File: src/rtl/refq_pkg.sv
package refq_pkg;

    localparam int OFS_W   = 19;
    localparam int PRIO_W  = 4;
    localparam int OFS_MAX = (1 << (OFS_W - 1)) - 1;
    localparam int OFS_MIN = -(1 << (OFS_W - 1));

    // configuration register addresses
    localparam int ADDR_CTRL = 0;
    localparam int ADDR_THR  = 1;
    localparam int ADDR_REJ  = 2;
    localparam int ADDR_ACC  = 3;
    localparam int ADDR_RANK = 4;

    typedef logic signed [OFS_W-1:0] ofs_t;
    typedef logic [PRIO_W-1:0]       rank_t;

    typedef struct packed {
        logic        rate_chk_en;
        logic [15:0] rej_lim;
        logic [15:0] acc_lim;
    } rate_cfg_t;

    function automatic ofs_t sat_ofs(input int v);
        if (v > OFS_MAX) return ofs_t'(OFS_MAX);
        if (v < OFS_MIN) return ofs_t'(OFS_MIN);
        return ofs_t'(v);
    endfunction

    function automatic int ofs_mag(input ofs_t v);
        int x;
        x = int'(v);
        return (x < 0) ? -x : x;
    endfunction

endpackage

File: src/rtl/refq_cfg.sv
module refq_cfg
    import refq_pkg::*;
#(
    parameter int N_REF   = 4,
    parameter int AW      = 4,
    parameter int DW      = 16,
    parameter int BKT_W   = 6,
    parameter int THR_RST = 9,
    parameter int REJ_RST = 32,
    parameter int ACC_RST = 16
) (
    input  logic                  clk,
    input  logic                  rst,
    input  logic                  we,
    input  logic [AW-1:0]         addr,
    input  logic [DW-1:0]         wdata,
    output rate_cfg_t             rate_cfg,
    output logic [BKT_W-1:0]      bkt_thr,
    output rank_t [N_REF-1:0]     rank
);

    always_ff @(posedge clk) begin
        if (rst) begin
            rate_cfg.rate_chk_en <= 1'b1;
            rate_cfg.rej_lim     <= 16'(REJ_RST);
            rate_cfg.acc_lim     <= 16'(ACC_RST);
            bkt_thr              <= BKT_W'(THR_RST);
            for (int i = 0; i < N_REF; i++) rank[i] <= rank_t'(i + 1);
        end else if (we) begin
            if (addr == AW'(ADDR_CTRL)) rate_cfg.rate_chk_en <= wdata[0];
            if (addr == AW'(ADDR_THR))  bkt_thr              <= wdata[BKT_W-1:0];
            if (addr == AW'(ADDR_REJ))  rate_cfg.rej_lim     <= wdata[15:0];
            if (addr == AW'(ADDR_ACC))  rate_cfg.acc_lim     <= wdata[15:0];
            for (int i = 0; i < N_REF; i++)
                if (addr == AW'(ADDR_RANK + i)) rank[i] <= wdata[PRIO_W-1:0];
        end
    end

endmodule

File: src/rtl/refq_monitor.sv
module refq_monitor
    import refq_pkg::*;
#(
    parameter int GATE_LEN = 1024,
    parameter int EXPECT   = 128,
    parameter int LEAK_ADD = 4,
    parameter int BKT_W    = 6
) (
    input  logic             clk,
    input  logic             rst,
    input  logic             ref_in,
    input  logic             win_tick,
    input  logic             gate_tick,
    input  rate_cfg_t        rate_cfg,
    input  logic [BKT_W-1:0] bkt_thr,
    output ofs_t             ofs,
    output logic             svc
);

    localparam int CNT_W   = $clog2(GATE_LEN + 2);
    localparam int BKT_MAX = (1 << BKT_W) - 1;

    logic [2:0]       sync_q;
    logic             rise;
    logic             seen_q;
    logic             hit;
    logic [BKT_W-1:0] bkt_q;
    logic [BKT_W-1:0] bkt_nxt;
    logic             act_bad_q;
    logic [CNT_W-1:0] cnt_q;
    logic             rate_ok_q;
    ofs_t             ofs_nxt;
    int               mag_nxt;

    assign rise = sync_q[1] & ~sync_q[2];
    assign hit  = seen_q | rise;

    always_comb begin
        if (!hit) begin
            if (int'(bkt_q) + LEAK_ADD > BKT_MAX) bkt_nxt = BKT_W'(BKT_MAX);
            else                                  bkt_nxt = BKT_W'(int'(bkt_q) + LEAK_ADD);
        end else if (bkt_q != '0) begin
            bkt_nxt = bkt_q - 1'b1;
        end else begin
            bkt_nxt = '0;
        end
        ofs_nxt = sat_ofs(int'(cnt_q) + (rise ? 1 : 0) - EXPECT);
        mag_nxt = ofs_mag(ofs_nxt);
    end

    always_ff @(posedge clk) begin
        if (rst) begin
            sync_q    <= '0;
            seen_q    <= 1'b0;
            bkt_q     <= '0;
            act_bad_q <= 1'b0;
            cnt_q     <= '0;
            rate_ok_q <= 1'b0;
            ofs       <= '0;
        end else begin
            sync_q <= {sync_q[1:0], ref_in};
            // activity: leaky bucket per window
            if (win_tick) begin
                seen_q <= 1'b0;
                bkt_q  <= bkt_nxt;
                if (bkt_nxt >= bkt_thr)  act_bad_q <= 1'b1;
                else if (bkt_nxt == '0)  act_bad_q <= 1'b0;
            end else if (rise) begin
                seen_q <= 1'b1;
            end
            // rate: edge count over a gate, with hysteresis
            if (gate_tick) begin
                cnt_q <= '0;
                ofs   <= ofs_nxt;
                if (mag_nxt > int'(rate_cfg.rej_lim))       rate_ok_q <= 1'b0;
                else if (mag_nxt <= int'(rate_cfg.acc_lim)) rate_ok_q <= 1'b1;
            end else if (rise) begin
                cnt_q <= cnt_q + 1'b1;
            end
        end
    end

    assign svc = ~act_bad_q & (rate_ok_q | ~rate_cfg.rate_chk_en);

endmodule

File: src/rtl/refq_select.sv
module refq_select
    import refq_pkg::*;
#(
    parameter int N_REF = 4,
    parameter int SEL_W = 2
) (
    input  logic              clk,
    input  logic              rst,
    input  logic [N_REF-1:0]  svc,
    input  rank_t [N_REF-1:0] rank,
    output logic [SEL_W-1:0]  sel_idx,
    output logic              no_valid
);

    logic             found;
    logic [SEL_W-1:0] best;
    rank_t            best_rank;

    always_comb begin
        found     = 1'b0;
        best      = '0;
        best_rank = '1;
        for (int i = 0; i < N_REF; i++) begin
            // strict compare: ties keep the lower index
            if (svc[i] && rank[i] != '0 && (!found || rank[i] < best_rank)) begin
                found     = 1'b1;
                best      = SEL_W'(i);
                best_rank = rank[i];
            end
        end
    end

    always_ff @(posedge clk) begin
        if (rst) begin
            sel_idx  <= '0;
            no_valid <= 1'b1;
        end else begin
            no_valid <= ~found;
            if (found && best != sel_idx) sel_idx <= best;
        end
    end

endmodule

File: src/rtl/refclk_qual_sel.sv
module refclk_qual_sel
    import refq_pkg::*;
#(
    parameter int N_REF    = 4,
    parameter int ACT_WIN  = 16,
    parameter int GATE_LEN = 1024,
    parameter int EXPECT   = 128,
    parameter int LEAK_ADD = 4,
    parameter int BKT_W    = 6,
    parameter int AW       = 4,
    parameter int DW       = 16,
    localparam int SEL_W   = (N_REF > 1) ? $clog2(N_REF) : 1
) (
    input  logic                   clk,
    input  logic                   rst,
    input  logic [N_REF-1:0]       ref_clk,
    input  logic                   cfg_we,
    input  logic [AW-1:0]          cfg_addr,
    input  logic [DW-1:0]          cfg_wdata,
    output logic [SEL_W-1:0]       sel_idx,
    output logic                   no_valid,
    output logic [N_REF-1:0]       svc,
    output logic [OFS_W*N_REF-1:0] ofs_flat
);

    localparam int WIN_CW  = $clog2(ACT_WIN);
    localparam int GATE_CW = $clog2(GATE_LEN);

    logic [WIN_CW-1:0]  win_cnt_q;
    logic [GATE_CW-1:0] gate_cnt_q;
    logic               win_tick;
    logic               gate_tick;
    rate_cfg_t          rate_cfg;
    logic [BKT_W-1:0]   bkt_thr;
    rank_t [N_REF-1:0]  rank;
    ofs_t               ofs_w [N_REF];

    assign win_tick  = (win_cnt_q == WIN_CW'(ACT_WIN - 1));
    assign gate_tick = (gate_cnt_q == GATE_CW'(GATE_LEN - 1));

    always_ff @(posedge clk) begin
        if (rst) begin
            win_cnt_q  <= '0;
            gate_cnt_q <= '0;
        end else begin
            win_cnt_q  <= win_tick  ? '0 : win_cnt_q + 1'b1;
            gate_cnt_q <= gate_tick ? '0 : gate_cnt_q + 1'b1;
        end
    end

    refq_cfg #(
        .N_REF(N_REF), .AW(AW), .DW(DW), .BKT_W(BKT_W)
    ) u_cfg (
        .clk(clk), .rst(rst), .we(cfg_we), .addr(cfg_addr), .wdata(cfg_wdata),
        .rate_cfg(rate_cfg), .bkt_thr(bkt_thr), .rank(rank)
    );

    for (genvar i = 0; i < N_REF; i++) begin : g_mon
        refq_monitor #(
            .GATE_LEN(GATE_LEN), .EXPECT(EXPECT), .LEAK_ADD(LEAK_ADD), .BKT_W(BKT_W)
        ) u_mon (
            .clk(clk), .rst(rst), .ref_in(ref_clk[i]),
            .win_tick(win_tick), .gate_tick(gate_tick),
            .rate_cfg(rate_cfg), .bkt_thr(bkt_thr),
            .ofs(ofs_w[i]), .svc(svc[i])
        );
        assign ofs_flat[OFS_W*i +: OFS_W] = ofs_w[i];
    end

    refq_select #(.N_REF(N_REF), .SEL_W(SEL_W)) u_sel (
        .clk(clk), .rst(rst), .svc(svc), .rank(rank),
        .sel_idx(sel_idx), .no_valid(no_valid)
    );

endmodule

File: config.mk
export PLATFORM = sky130hd
export DESIGN_NAME = refclk_qual_sel
export DESIGN_NICKNAME = d
export VERILOG_FILES = /design/src/rtl/refq_pkg.sv /design/src/rtl/refq_cfg.sv /design/src/rtl/refq_monitor.sv /design/src/rtl/refq_select.sv /design/src/rtl/refclk_qual_sel.sv
export SDC_FILE = /design/constraint.sdc
export NUM_CORES = 1
export LEC_CHECK = 0
export BUFFER_PORTS_ARGS = -buffer_cell sky130_fd_sc_hd__buf_4
export CORE_MARGIN = 5
export CORE_UTILIZATION = 64
export CTS_BUF_LIST = sky130_fd_sc_hd__clkbuf_2 sky130_fd_sc_hd__clkbuf_4 sky130_fd_sc_hd__clkbuf_8
export CTS_CLUSTER_DIAMETER = 120
export DETAILED_ROUTE_END_ITERATION = 10
export GPL_TIMING_DRIVEN = 0
export PLACE_DENSITY = 0.83
export SYNTH_ARGS = -nofsm -noshare
export SYNTH_HDL_FRONTEND = slang
export SYNTH_SLANG_ARGS = --single-unit
File: constraint.sdc
create_clock -name clk -period 8 [get_ports clk]
set_input_delay 0.8 -clock clk [delete_from_list [all_inputs] [get_ports clk]]
set_output_delay 0.8 -clock clk [all_outputs]
set_load 0.01 [all_outputs]
==> metrics.md <==
| Metric | Value |
|---|---|
| DR DRC count | 0 |
| Root buf cell | clkbuf_8 |
| RSZ-0062 raised after global routing | false |
| Slew Viols, Final | 0 |
| Synth cell types | 84 |
| Place WS | 1.065 ns |
| Final WS setup | 0.9565 ns |
| Critical path fanouts, max | 10 |
| EDFF count, synth | 0 |
| Final setup viols | 0 |
| Nets | 2367 |
| Net count of the mapped netlist | 2219 |
| Bufs on Longest Clock Path | 3 |
| Max Clk Rate | 142.0 MHz |
| Total CTS buffers | 41 |
| H-tree levels | 2 |
| Post-synthesis sequential area ratio | 30.27% |
| Critical Path Sink Type | register |
| First-pass GRT wire length | 76.63 mm |
| Die footprint | 28050 sq um |
| Maximum VDD drop | 0.1307 mV |
| Worst-skew pair later-pin latency | 0.57 ns |
| Dominant cell type by area after synthesis | dfxtp_1 |
| Wire per inst | 19.61 um |
| Pwr/cell area | 154.4 nW/um^2 |
| Share of the synthesized area in the top cell type | 30.27% |
| Data required time of the worst path | 8.47 ns |
| Hold Buf Count CTS | 0 |
| Cell Rows | 57 |
| Area of the core | 24390 sq um |
| Post-route setup TNS | 0 ns |
| GRT Overall Usage | 33.55% |
| Final Util | 73.74% |
| Die span in y | 167.5 um |
| DRT Wirelength | 48.90 mm |
| CP Launch Type | register |
| Post-synth top cells | nor2_1 (252), dfxtp_1 (240), nand2_1 (223) |
| Minimum clock period | 7.043 ns |
| Vias post-DR | 15330 |
| Initial antenna violation count | 0 |
| Input/output buffers | 105 |
| Status | completed |
| Layout cell share with drive strength beyond 1 | 10.32% |
| Static leakage | 7.684 nW |
| Gate Count Post-Synth | 1990 |
| Vias per cell | 6.147 |
| CTS sink cnt | 240 |
| Syn. warnings | 0 |
| Post-synth top flop | dfxtp_1 |
| Clock Skews | 0.03180 ns |
| Max_cap viols | 0 |
| Most common cell in the netlist | nor2_1 |
| Initial Util | 65.07% |
| Ys async rst share | 0% |
| Tcrit/Tclk final | 88.04% |
| Final GP Congestion | 0.9516 |
| Chip Width | 167.5 um |
| Mapped Area | 15870 sq um |
| Clock transition at path regs | 0.07 ns |
| Vias in the first global route | 14840 |
| Final Hold Viols | 0 |
| First-pass DRT Iterations | 5 |
| Synthesized flop and latch total | 240 |
| Drt initial violations | 1364 |
| Worst relative slew slack | 28.32% |
| Syn_area_per_cell | 7.975 sq um |
| N_diodes | 0 |
| Post-DRT Antenna Nets | 0 |
| CTS tree | done |
| Area contributors post-synth | dfxtp_1 (30%), ha_1 (16%), nor2_1 (6.0%), nand2_1 (5.3%), a21oi_1 (5.0%) |
| Total grt overflow | 0 |
| I/O Pins | 110 |
| Post-CTS Resized | 0 |
| Dpl hpwl | 37.22 mm |
| Crit path kind | reg -> reg |
| Largest net degree at the start of global routing | 12 |
| Worst Path Arrival | 7.52 ns |
| Area Overhead vs Synth | 13.32% |
| Post-CTS setup repair buffer count | 0 |
| Hold Path Class | reg -> reg |
| Worst-margin pin slew | 1.075 ns |
==> metrics by stage <==
step / power, mW / instance area, sq um / hold WS (ns) / std cells
finish: 2.776 / 17980 / 0.4329 / 2494
global route: 2.887 / 17980 / 0.4450 / 2494
CTS: 2.775 / 17980 / 0.4337 / 2494
detailed placement: 1.560 / 17060 / 0.4223 / 2419
global placement: 1.549 / 17060 / 0.4191 / 2419
floorplan: 1.463 / 15870 / 0.4138 / 1990
==> cell families (layout without fill, tap and decap cells) <==
family	after synthesis	after routing	synth area share, %
AO/OA/AOI/OAI	457	457	18.57
XOR/XNOR	96	96	5.298
adder cells (fa/ha/maj)	202	202	15.93
buffers and inverters	182	362	4.525
flip-flops	240	240	30.27
multiplexers	37	37	2.444
AND/OR/NAND/NOR	776	776	22.97
==> final cells by class <==
cell class	instances	area, sq um
clock buffers	65	807.0
inverters	82	307.8
repair buffers	105	788.3
well taps	324	405.4
fillers	1952	6406
multi-input cells	1568	10350
plain buffers	100	410.4
clock inverters	10	113.9
flip-flops and latches	240	4805
==> where the power goes <==
group | internal (mW) | switching, mW
sequential | 1.21 | 0.0105
combinational | 0.130 | 0.195
clock | 0.709 | 0.524
total | 2.05 | 0.730
==> placed cells by master, fill, tap and decap left out, drive strengths merged, types with 17 or more instances in the layout <==
cell type and instances:
nor3 60, nor2 252, or3 17, nor2b 33
and3 28, nand3 57, nand4 35, buf 131
ha 202, dfxtp 240, o21a 37, mux2i 32
xor2 41, clkbuf 139, xnor2 55, a21oi 159
a21o 20, o21ai 86, inv 81, a211oi 31
nand2 223
==> final timing paths <==
check                                 from                       end  slack [ns]  cells after the start
setup / recovery  g_mon[2].u_mon.sync_q[2]  g_mon[2].u_mon.rate_ok_q        0.96                     27
hold / removal    g_mon[2].u_mon.sync_q[0]  g_mon[2].u_mon.sync_q[1]        0.43                      1
setup reg to reg  g_mon[2].u_mon.sync_q[2]  g_mon[2].u_mon.rate_ok_q        0.96                     27
hold reg to reg   g_mon[2].u_mon.sync_q[0]  g_mon[2].u_mon.sync_q[1]        0.43                      1
==> worst max-delay path: stages, from the launching register on <==
cell       delay [ns]
dfxtp_1          0.31
nand2b_1         0.17
clkinv_1         0.30
ha_1             0.35
ha_1             0.22
and3_1           0.18
buf_2            0.15
a2111oi_0        0.39
ha_1             0.33
and3_1           0.18
ha_1             0.23
clkbuf_1         0.39
inv_1            0.22
a21oi_1          0.50
ha_1             0.25
and3_1           0.17
or4b_4           0.48
nand2_1          0.10
xnor2_1          0.13
nand2_1          0.15
ha_1             0.34
nand3_1          0.13
o21bai_1         0.12
a21oi_1          0.05
a2111oi_0        0.54
o311a_1          0.22
o22ai_1          0.09
a221oi_1         0.30
==> state kept, by name (all words and copies together) (netlist names) <==
register               flops
win_cnt_q                  4
u_sel.no_valid             1
g_mon.u_mon.act_bad_q      4
g_mon.u_mon.sync_q        12
u_sel.sel_idx              2
u_cfg.rank                16
g_mon.u_mon.ofs           76
u_cfg.rate_cfg            33
u_cfg.bkt_thr              6
g_mon.u_mon.rate_ok_q      4
gate_cnt_q                10
g_mon.u_mon.cnt_q         44
g_mon.u_mon.bkt_q         24
g_mon.u_mon.seen_q         4
==> per-layer routing <==
layer  global-route usage, %  routed length, um  vias up
met5                       0                  0        -
met4                   18.28               2834        0
met3                   4.833               3655      167
met2                   56.97              22860      597
met1                   41.04              19550     7178
li1                        -                  -     7389
(Power assumes the default switching activity.)
